<file path="src/rtl/ata_pio_pkg.sv">
// Shared types and constants for the ATA PIO strobe generator.
// Assumes two channels with two devices each and byte-wide timing registers.
package ata_pio_pkg;
    localparam int NCHAN = 2;
    localparam int NDEV  = 2;
    localparam int CH_W  = $clog2(NCHAN);
    localparam int DV_W  = $clog2(NDEV);

    typedef enum logic [1:0] {PH_IDLE, PH_SETUP, PH_ASSERT, PH_RECOV} phase_e;

    // Timing byte: recovery in the upper nibble, strobe width in the lower.
    typedef struct packed {
        logic [3:0] recov;
        logic [3:0] strobe;
    } tbyte_t;

    localparam logic [7:0] TB_RESET   = 8'hB6;
    localparam logic [7:0] CTRL_RESET = 8'h03;
    localparam logic [7:0] CTRL_MASK  = 8'h43;

    // A zero nibble still lasts one clock.
    function automatic logic [3:0] nib_count(logic [3:0] n);
        return (n == 4'd0) ? 4'd1 : n;
    endfunction
endpackage

</file>
<file path="src/rtl/ata_timing_regs.sv">
// Byte-wide timing and control register file.
// Holds per-channel command timing, per-device read/write timing and the
// channel/DMA control byte; presents the timing byte a request selects.
// Assumes one write port and combinational readback.
module ata_timing_regs
    import ata_pio_pkg::*;
#(
    parameter int              ADDR_W   = 8,
    parameter logic [ADDR_W-1:0] CFG_BASE = 8'h60
) (
    input  logic              clk,
    input  logic              rst_n,
    input  logic              cfg_we,
    input  logic [ADDR_W-1:0] cfg_addr,
    input  logic [7:0]        cfg_wdata,
    output logic [7:0]        cfg_rdata,
    input  logic [CH_W-1:0]   sel_chan,
    input  logic [DV_W-1:0]   sel_dev,
    input  logic              sel_write,
    input  logic              sel_cmd,
    output tbyte_t            sel_timing,
    output logic [NCHAN-1:0]  chan_en,
    output logic              dma_en
);
    localparam logic [ADDR_W-1:0] CTRL_OFF = CFG_BASE;

    function automatic logic [ADDR_W-1:0] cmd_off(int c);
        return ADDR_W'(int'(CFG_BASE) + 2 + c);
    endfunction
    function automatic logic [ADDR_W-1:0] rd_off(int c, int d);
        return ADDR_W'(int'(CFG_BASE) + 4 + 4*c + d);
    endfunction
    function automatic logic [ADDR_W-1:0] wr_off(int c, int d);
        return ADDR_W'(int'(CFG_BASE) + 6 + 4*c + d);
    endfunction

    logic [7:0] ctrl_q;
    logic [7:0] cmd_q [NCHAN];
    logic [7:0] rdt_q [NCHAN][NDEV];
    logic [7:0] wrt_q [NCHAN][NDEV];

    // Register writes with reset to mode-0 timing and both channels enabled.
    always_ff @(posedge clk) begin
        if (!rst_n) begin
            ctrl_q <= CTRL_RESET;
            for (int c = 0; c < NCHAN; c++) begin
                cmd_q[c] <= TB_RESET;
                for (int d = 0; d < NDEV; d++) begin
                    rdt_q[c][d] <= TB_RESET;
                    wrt_q[c][d] <= TB_RESET;
                end
            end
        end else if (cfg_we) begin
            if (cfg_addr == CTRL_OFF) ctrl_q <= cfg_wdata & CTRL_MASK;
            for (int c = 0; c < NCHAN; c++) begin
                if (cfg_addr == cmd_off(c)) cmd_q[c] <= cfg_wdata;
                for (int d = 0; d < NDEV; d++) begin
                    if (cfg_addr == rd_off(c, d)) rdt_q[c][d] <= cfg_wdata;
                    if (cfg_addr == wr_off(c, d)) wrt_q[c][d] <= cfg_wdata;
                end
            end
        end
    end

    // Readback mux; unmapped offsets return zero.
    always_comb begin
        cfg_rdata = '0;
        if (cfg_addr == CTRL_OFF) cfg_rdata = ctrl_q;
        for (int c = 0; c < NCHAN; c++) begin
            if (cfg_addr == cmd_off(c)) cfg_rdata = cmd_q[c];
            for (int d = 0; d < NDEV; d++) begin
                if (cfg_addr == rd_off(c, d)) cfg_rdata = rdt_q[c][d];
                if (cfg_addr == wr_off(c, d)) cfg_rdata = wrt_q[c][d];
            end
        end
    end

    // Timing byte chosen by the request attributes.
    always_comb begin
        if (sel_cmd)        sel_timing = cmd_q[sel_chan];
        else if (sel_write) sel_timing = wrt_q[sel_chan][sel_dev];
        else                sel_timing = rdt_q[sel_chan][sel_dev];
    end

    assign chan_en = ctrl_q[NCHAN-1:0];
    assign dma_en  = ctrl_q[6];

    // only the defined control bits are kept.
    p_ctrl_mask_r2: assert property (@(posedge clk) disable iff (!rst_n)
        (cfg_we && cfg_addr == CTRL_OFF) |=> (ctrl_q == ($past(cfg_wdata) & CTRL_MASK)));
endmodule

</file>
<file path="src/rtl/ata_strobe_seq.sv">
// Cycle sequencer: setup, strobe, recovery, then a done pulse.
// Latches the request and its timing at acceptance; assumes the timing
// byte presented with the request is valid in the same clock.
module ata_strobe_seq
    import ata_pio_pkg::*;
#(
    parameter int DATA_W = 16,
    parameter int REG_W  = 3
) (
    input  logic              clk,
    input  logic              rst_n,
    input  logic              req_valid,
    input  logic [CH_W-1:0]   req_chan,
    input  logic              req_write,
    input  logic [REG_W-1:0]  req_reg,
    input  logic [DATA_W-1:0] req_wdata,
    input  tbyte_t            timing,
    input  logic [NCHAN-1:0]  chan_en,
    input  logic [DATA_W-1:0] bus_din,
    output phase_e            phase,
    output logic [CH_W-1:0]   cur_chan,
    output logic              cur_write,
    output logic              busy,
    output logic              done,
    output logic [REG_W-1:0]  bus_addr,
    output logic [DATA_W-1:0] bus_dout,
    output logic              bus_oe,
    output logic [DATA_W-1:0] rdata
);
    logic [3:0]        cnt;
    logic [3:0]        lat_strobe;
    logic [3:0]        lat_recov;
    logic [REG_W-1:0]  lat_reg;
    logic [DATA_W-1:0] lat_wdata;
    logic              accept;

    // Request taken only when idle and the channel is enabled.
    assign accept = (phase == PH_IDLE) && req_valid && chan_en[req_chan];

    // Phase state machine with per-phase down counter and read capture.
    always_ff @(posedge clk) begin
        if (!rst_n) begin
            phase      <= PH_IDLE;
            cnt        <= '0;
            done       <= 1'b0;
            cur_chan   <= '0;
            cur_write  <= 1'b0;
            lat_strobe <= 4'd1;
            lat_recov  <= 4'd1;
            lat_reg    <= '0;
            lat_wdata  <= '0;
            rdata      <= '0;
        end else begin
            done <= 1'b0;
            unique case (phase)
                PH_IDLE: if (accept) begin
                    phase      <= PH_SETUP;
                    cur_chan   <= req_chan;
                    cur_write  <= req_write;
                    lat_reg    <= req_reg;
                    lat_wdata  <= req_wdata;
                    lat_strobe <= nib_count(timing.strobe);
                    lat_recov  <= nib_count(timing.recov);
                end
                PH_SETUP: begin
                    phase <= PH_ASSERT;
                    cnt   <= lat_strobe - 4'd1;
                end
                PH_ASSERT: begin
                    if (cnt == 4'd0) begin
                        phase <= PH_RECOV;
                        cnt   <= lat_recov - 4'd1;
                        if (!cur_write) rdata <= bus_din;
                    end else begin
                        cnt <= cnt - 4'd1;
                    end
                end
                PH_RECOV: begin
                    if (cnt == 4'd0) begin
                        phase <= PH_IDLE;
                        done  <= 1'b1;
                    end else begin
                        cnt <= cnt - 4'd1;
                    end
                end
                default: phase <= PH_IDLE;
            endcase
        end
    end

    assign busy     = (phase != PH_IDLE);
    assign bus_oe   = busy && cur_write;
    assign bus_dout = bus_oe ? lat_wdata : '0;
    assign bus_addr = busy ? lat_reg : '0;

    // done follows the last recovery clock and lasts one clock.
    p_done_after_recov_r3: assert property (@(posedge clk) disable iff (!rst_n)
        done |-> ($past(phase) == PH_RECOV && phase == PH_IDLE));
    p_done_single_r3: assert property (@(posedge clk) disable iff (!rst_n)
        done |=> !done);
    // latched timing holds for the whole cycle.
    p_timing_hold_r12: assert property (@(posedge clk) disable iff (!rst_n)
        (busy && $past(busy)) |-> ($stable(lat_strobe) && $stable(lat_recov)));
    // a running cycle is never restarted by a request.
    p_no_restart_r10: assert property (@(posedge clk) disable iff (!rst_n)
        (phase == PH_ASSERT) |=> (phase != PH_SETUP));
endmodule

</file>
<file path="src/rtl/ata_pio_strobe_gen.sv">
// Top: two-channel ATA PIO strobe timing generator.
// Joins the timing register file and the sequencer and fans the active
// cycle out to per-channel chip select and strobes. Assumes one cycle at a
// time across both channels.
module ata_pio_strobe_gen
    import ata_pio_pkg::*;
#(
    parameter int              DATA_W   = 16,
    parameter int              ADDR_W   = 8,
    parameter int              REG_W    = 3,
    parameter logic [ADDR_W-1:0] CFG_BASE = 8'h60
) (
    input  logic              clk,
    input  logic              rst_n,
    input  logic              cfg_we,
    input  logic [ADDR_W-1:0] cfg_addr,
    input  logic [7:0]        cfg_wdata,
    output logic [7:0]        cfg_rdata,
    input  logic              req_valid,
    input  logic [CH_W-1:0]   req_chan,
    input  logic [DV_W-1:0]   req_dev,
    input  logic              req_write,
    input  logic              req_cmd,
    input  logic [REG_W-1:0]  req_reg,
    input  logic [DATA_W-1:0] req_wdata,
    output logic              busy,
    output logic              done,
    output logic [DATA_W-1:0] rdata,
    output logic              dma_en,
    output logic [REG_W-1:0]  bus_addr,
    output logic [DATA_W-1:0] bus_dout,
    output logic              bus_oe,
    input  logic [DATA_W-1:0] bus_din,
    output logic [NCHAN-1:0]  cs_n,
    output logic [NCHAN-1:0]  rd_n,
    output logic [NCHAN-1:0]  wr_n
);
    tbyte_t           sel_timing;
    logic [NCHAN-1:0] chan_en;
    phase_e           phase;
    logic [CH_W-1:0]  cur_chan;
    logic             cur_write;

    ata_timing_regs #(.ADDR_W(ADDR_W), .CFG_BASE(CFG_BASE)) u_regs (
        .clk(clk), .rst_n(rst_n), .cfg_we(cfg_we), .cfg_addr(cfg_addr),
        .cfg_wdata(cfg_wdata), .cfg_rdata(cfg_rdata), .sel_chan(req_chan),
        .sel_dev(req_dev), .sel_write(req_write), .sel_cmd(req_cmd),
        .sel_timing(sel_timing), .chan_en(chan_en), .dma_en(dma_en)
    );

    ata_strobe_seq #(.DATA_W(DATA_W), .REG_W(REG_W)) u_seq (
        .clk(clk), .rst_n(rst_n), .req_valid(req_valid), .req_chan(req_chan),
        .req_write(req_write), .req_reg(req_reg), .req_wdata(req_wdata),
        .timing(sel_timing), .chan_en(chan_en), .bus_din(bus_din),
        .phase(phase), .cur_chan(cur_chan), .cur_write(cur_write),
        .busy(busy), .done(done), .bus_addr(bus_addr), .bus_dout(bus_dout),
        .bus_oe(bus_oe), .rdata(rdata)
    );

    // Per-channel select and strobe decode.
    for (genvar c = 0; c < NCHAN; c++) begin : g_chan
        logic hit;
        assign hit     = busy && (cur_chan == CH_W'(c));
        assign cs_n[c] = !hit;
        assign rd_n[c] = !(hit && phase == PH_ASSERT && !cur_write);
        assign wr_n[c] = !(hit && phase == PH_ASSERT && cur_write);
    end

    // at most one strobe low anywhere.
    p_one_strobe_r11: assert property (@(posedge clk) disable iff (!rst_n)
        $onehot0(~{rd_n, wr_n}));
    // a low strobe always has its chip select low.
    p_strobe_has_cs_r3: assert property (@(posedge clk) disable iff (!rst_n)
        (((~rd_n) | (~wr_n)) & cs_n) == '0);
    // a request to a disabled channel starts nothing.
    p_disabled_drop_r9: assert property (@(posedge clk) disable iff (!rst_n)
        (!busy && req_valid && !chan_en[req_chan]) |=> !busy);
endmodule

</file>
<file path="config.mk">
export PLATFORM = sky130hd
export DESIGN_NAME = ata_pio_strobe_gen
export DESIGN_NICKNAME = d
export VERILOG_FILES = /design/src/rtl/ata_pio_pkg.sv /design/src/rtl/ata_timing_regs.sv /design/src/rtl/ata_strobe_seq.sv /design/src/rtl/ata_pio_strobe_gen.sv
export SDC_FILE = /design/constraint.sdc
export NUM_CORES = 1
export LEC_CHECK = 0
export BUFFER_PORTS_ARGS = -buffer_cell sky130_fd_sc_hd__buf_2
export CORE_MARGIN = 5
export CORE_UTILIZATION = 51
export DETAILED_ROUTE_END_ITERATION = 6
export PLACE_DENSITY_LB_ADDON = 0.2
export SLEW_MARGIN = 20
export SYNTH_ARGS = -nofsm -noshare
export SYNTH_HDL_FRONTEND = slang
export SYNTH_SLANG_ARGS = --single-unit
export TNS_END_PERCENT = 5
</file>
<file path="constraint.sdc">
create_clock -name clk -period 2.3 [get_ports clk]
set_input_delay 0.345 -clock clk [delete_from_list [all_inputs] [get_ports clk]]
set_output_delay 0.345 -clock clk [all_outputs]
set_load 0.02 [all_outputs]
</file>
==> impl_results.rst <==
.. list-table::
   :header-rows: 1

   * - Metric
     - Value
   * - CTS Hold Buffers Added
     - 0
   * - Share of flip-flops with an asynchronous set or reset
     - 0%
   * - Tightest Hold Check Type
     - primary input to register
   * - Share of the clock period used by the worst path
     - 95.9%
   * - Number of flops mapped to enable cells by yosys
     - 80
   * - Worst-case reg-to-reg path depth
     - 7
   * - Worst hold path depth
     - 3
   * - Insertion delay of the later-clocked pin in the worst-skew pair
     - approximately 430 ps
   * - GRT busiest layer
     - met2
   * - Cell type with the highest occurrence count on the critical path
     - buf_4
   * - DIE HEIGHT
     - approximately 130 um
   * - Clock transition at path regs
     - 60 ps
   * - Primary FF master, synth
     - edfxtp_1
   * - Max-slew violations
     - 0
   * - Critical Path Sink Type
     - output port
   * - # fillers
     - around 1100
   * - Net total in the final layout
     - 893
   * - Antenna Diode Count
     - 0
   * - Max VDD drop
     - ~0.58 mV
   * - Total CTS buffers
     - 17
   * - Tightest slew margin relative to the limit
     - between 50% and 60%
   * - HPWL after DPL
     - roughly 16 mm
   * - Detailed-route via count
     - roughly 6000
   * - Post-route antenna net violation count
     - 0
   * - Crit path largest cell delay
     - 360 ps
   * - Grt ovf
     - 0
   * - Number of library cell types mapped by synthesis
     - 56
   * - Data required time of the worst path
     - between 1500 and 2000 ps
   * - Post-synthesis instance total
     - 674
   * - Routed wire length
     - approximately 21 mm
   * - Net switching power
     - 0.00237 W
   * - Boundary pin count
     - around 110
   * - Critical path type
     - register to output port
   * - Antenna violations before repair
     - 0
   * - Cell Pwr Density
     - 888 nW/um2
   * - Yosys warning count
     - 0
   * - Static leakage power
     - around 3.5 nW
   * - Register area share after synthesis
     - 50.9%
   * - Clock sink count
     - about 140
   * - Cell chain of the critical path
     - inv_1 > ha_1 > buf_4 > nor2b_4 > buf_4 > and2_1 > buf_2
   * - Maximum clock rate
     - 453 MHz
   * - Result of the run
     - complete, no violations
   * - Worst path setup slack after routing
     - 94.6 ps
   * - Number of nets produced by synthesis
     - 740
   * - Global routing met2 resource utilization
     - between 40% and 50%
   * - Via count of the first global-routing pass
     - 6008
   * - Clock skew after layout
     - 4.76 ps
   * - Wire length of the first global-routing pass
     - between 30 and 40 mm
   * - Largest registers
     - u_regs.rdt_q: 32 flops, u_regs.wrt_q: 32 flops
   * - Post-place instance area
     - roughly 8000 um2
   * - CTS tree
     - built
   * - Hold Violations, Final
     - 0
   * - Multi-input gate area in the final layout
     - about 3000 um2
   * - Arrival time at the worst endpoint
     - roughly 1900 ps
   * - Fraction of final layout cells sized beyond drive strength 1
     - between 30% and 40%
   * - Worst slack at placement
     - 101 ps
   * - Average size of a mapped cell
     - ~10 um2
   * - Maximum number of pins on one net before global-route repair
     - between 40 and 50
   * - Count of final setup violators
     - 0
   * - Maximum fanout encountered on the critical timing path
     - 9
   * - Switching Fraction
     - approximately 31%
   * - Portion of total power attributed to the clock network
     - between 30% and 40%
   * - Seq cells post-synth
     - ~140
   * - Total Negative Setup Slacks
     - 0 ps
   * - Minimum clock period
     - around 2200 ps
   * - Worst path slowest cell
     - dfxtp_1
   * - Number of setup buffers added after CTS
     - 0
   * - Global-route met3 utilization
     - a little over 6%
   * - Met1 GRT Util
     - 36.4%
   * - Area growth from synthesis to layout
     - 25.3%
   * - # Max-Cap Violations
     - 0
   * - Proportion of power drawn by combinational gates
     - between 20% and 30%
   * - Area occupied by registers
     - between 3000 and 4000 um2
   * - Max H-tree Level
     - 4
   * - Placement Rows
     - between 40 and 50
   * - Number of DRC violations after detailed routing
     - 0
   * - Area enclosed by the die boundary
     - about 16000 um2
   * - Post-detailed-route wirelength per cell
     - 21.1 um
   * - Worst Setup Start Kind
     - register
   * - Number of optimization iterations in the first detailed-route pass
     - 7
   * - Number of buffers on the longest clock path
     - 2
   * - Starting DRT DRC Count
     - between 500 and 600
   * - Worst-Margin Slew
     - just over 600 ps
   * - RSZ-0062 raised after global routing
     - false
   * - Final estimated routing congestion in global placement
     - about 0.94
   * - Post-synthesis instance area
     - slightly below 7000 um2
   * - Buffers on Ports
     - 111
   * - Via density per instance
     - 5.92
   * - Final design instance area without fill
     - between 8000 and 9000 um2
   * - Die Span X
     - 126 um
   * - GRT Overall Usage
     - 27.0%
   * - Root Buffer
     - clkbuf_16
   * - Power Internal
     - about 0.0053 W
   * - Final Hold Slack
     - 151 ps
   * - Starting utilization of the core area
     - roughly 52%
   * - Sequential fraction of design power
     - approximately two fifths
   * - Placeable core area
     - 13200 um2
[through the flow]
stage                     total power (W)  std cells  utilization, %
after floorplan                   0.00416        674               -
after global placement            0.00476        983            60.3
after detailed placement          0.00482        983            60.3
after CTS                         0.00766       1015            65.0
after global routing              0.00803       1016            65.2
final                             0.00767       1016            65.2
[layer usage]
layer,wire length [um],up-vias
met5,0,-
met1,8930,2927
met2,10200,292
li1,-,2747
met4,517,0
met3,1860,46
[cells in the mapped netlist, types with 15 or more instances]
library cell	count	area share, %
a21oi_1	62	4.5
and2_1	16	1.5
clkbuf_1	28	1.5
dfxtp_1	55	16
edfxtp_1	80	35
inv_1	20	1.1
mux2_2	23	3.8
mux2i_1	20	2.9
nand2_1	95	5.2
nand2b_1	15	1.4
nor2_1	42	2.3
nor2b_1	16	1.5
o21ai_0	19	1.4
o22ai_1	15	1.4
or2_2	19	1.7
[worst paths after layout]
path | start | to | slack, ps
worst max register to register | u_regs.wrt_q[1][6] | u_seq.lat_recov[2] | 360
worst max-delay path | u_seq.phase[0] | bus_dout[10] | 90
worst min-delay path | bus_din[14] | u_seq.rdata[14] | 150
worst min register to register | u_seq.lat_wdata[13] | u_seq.lat_wdata[13] | 450
[power groups by stage]
| stage | registers (W) | clock network [W] | logic (W) |
|---|---|---|---|
| global route | 0.00301 | 0.00300 | 0.00202 |
| CTS | 0.00298 | 0.00287 | 0.00181 |
| detailed placement | 0.00303 | 0 | 0.00179 |
| global placement | 0.00301 | 0 | 0.00175 |
| finish | 0.00299 | 0.00284 | 0.00184 |
| floorplan | 0.00301 | 0 | 0.00115 |
[repair_timing]
item                                   in CTS  in global routing
setup endpoints to repair                   0                 16
resized for setup                           0                  5
endpoints found under the hold margin       0                  0
[cells in the final DEF, fill, tap and decap left out, types with 7 or more instances in the layout]
cell and instances:
nand2b_1 15, dfxtp_1 55, a21oi_1 62, and2_1 16
buf_4 68, buf_2 111, nor2_1 41, inv_1 20
or2_2 19, mux4_2 13, nor3_1 10, o22ai_1 15
ha_1 7, edfxtp_1 80, nand3_1 12, nand2_1 95
nor2b_1 15, mux2i_1 20, clkbuf_16 20, o21a_1 10
a211oi_1 8, mux2_2 23, o21ai_0 18
[area by class of cell]
| cell class | count | share of cell area (%) |
|---|---|---|
| flip-flops and latches | 135 | 40.6 |
| multi-input cells | 470 | 35.7 |
| repair buffers | 182 | 12.9 |
| clock buffers | 22 | 6.12 |
| well taps | 176 | 2.55 |
| clock inverters | 10 | 1.16 |
| inverters | 21 | 0.913 |
[logic make-up after synthesis]
logic type                 Yosys count  share of synthesized area, %
xor gates and xnor gates             6                         0.763
adders and majority gates            7                          1.27
muxes                               58                          11.4
DFF                                135                          50.9
and+or+nand+nor                    247                          17.5
buffers and inverters               69                          4.56
AOI/OAI and AO/OA                  152                          13.7
[worst max-delay path: cells and delay by family, from the launching register on]
family | cells | cell delay [ps]
simple gates | 2 | 270
flops | 1 | 360
buf+inv | 4 | 590
fa+ha+maj | 1 | 210
Power figures use the tool's default switching activity.
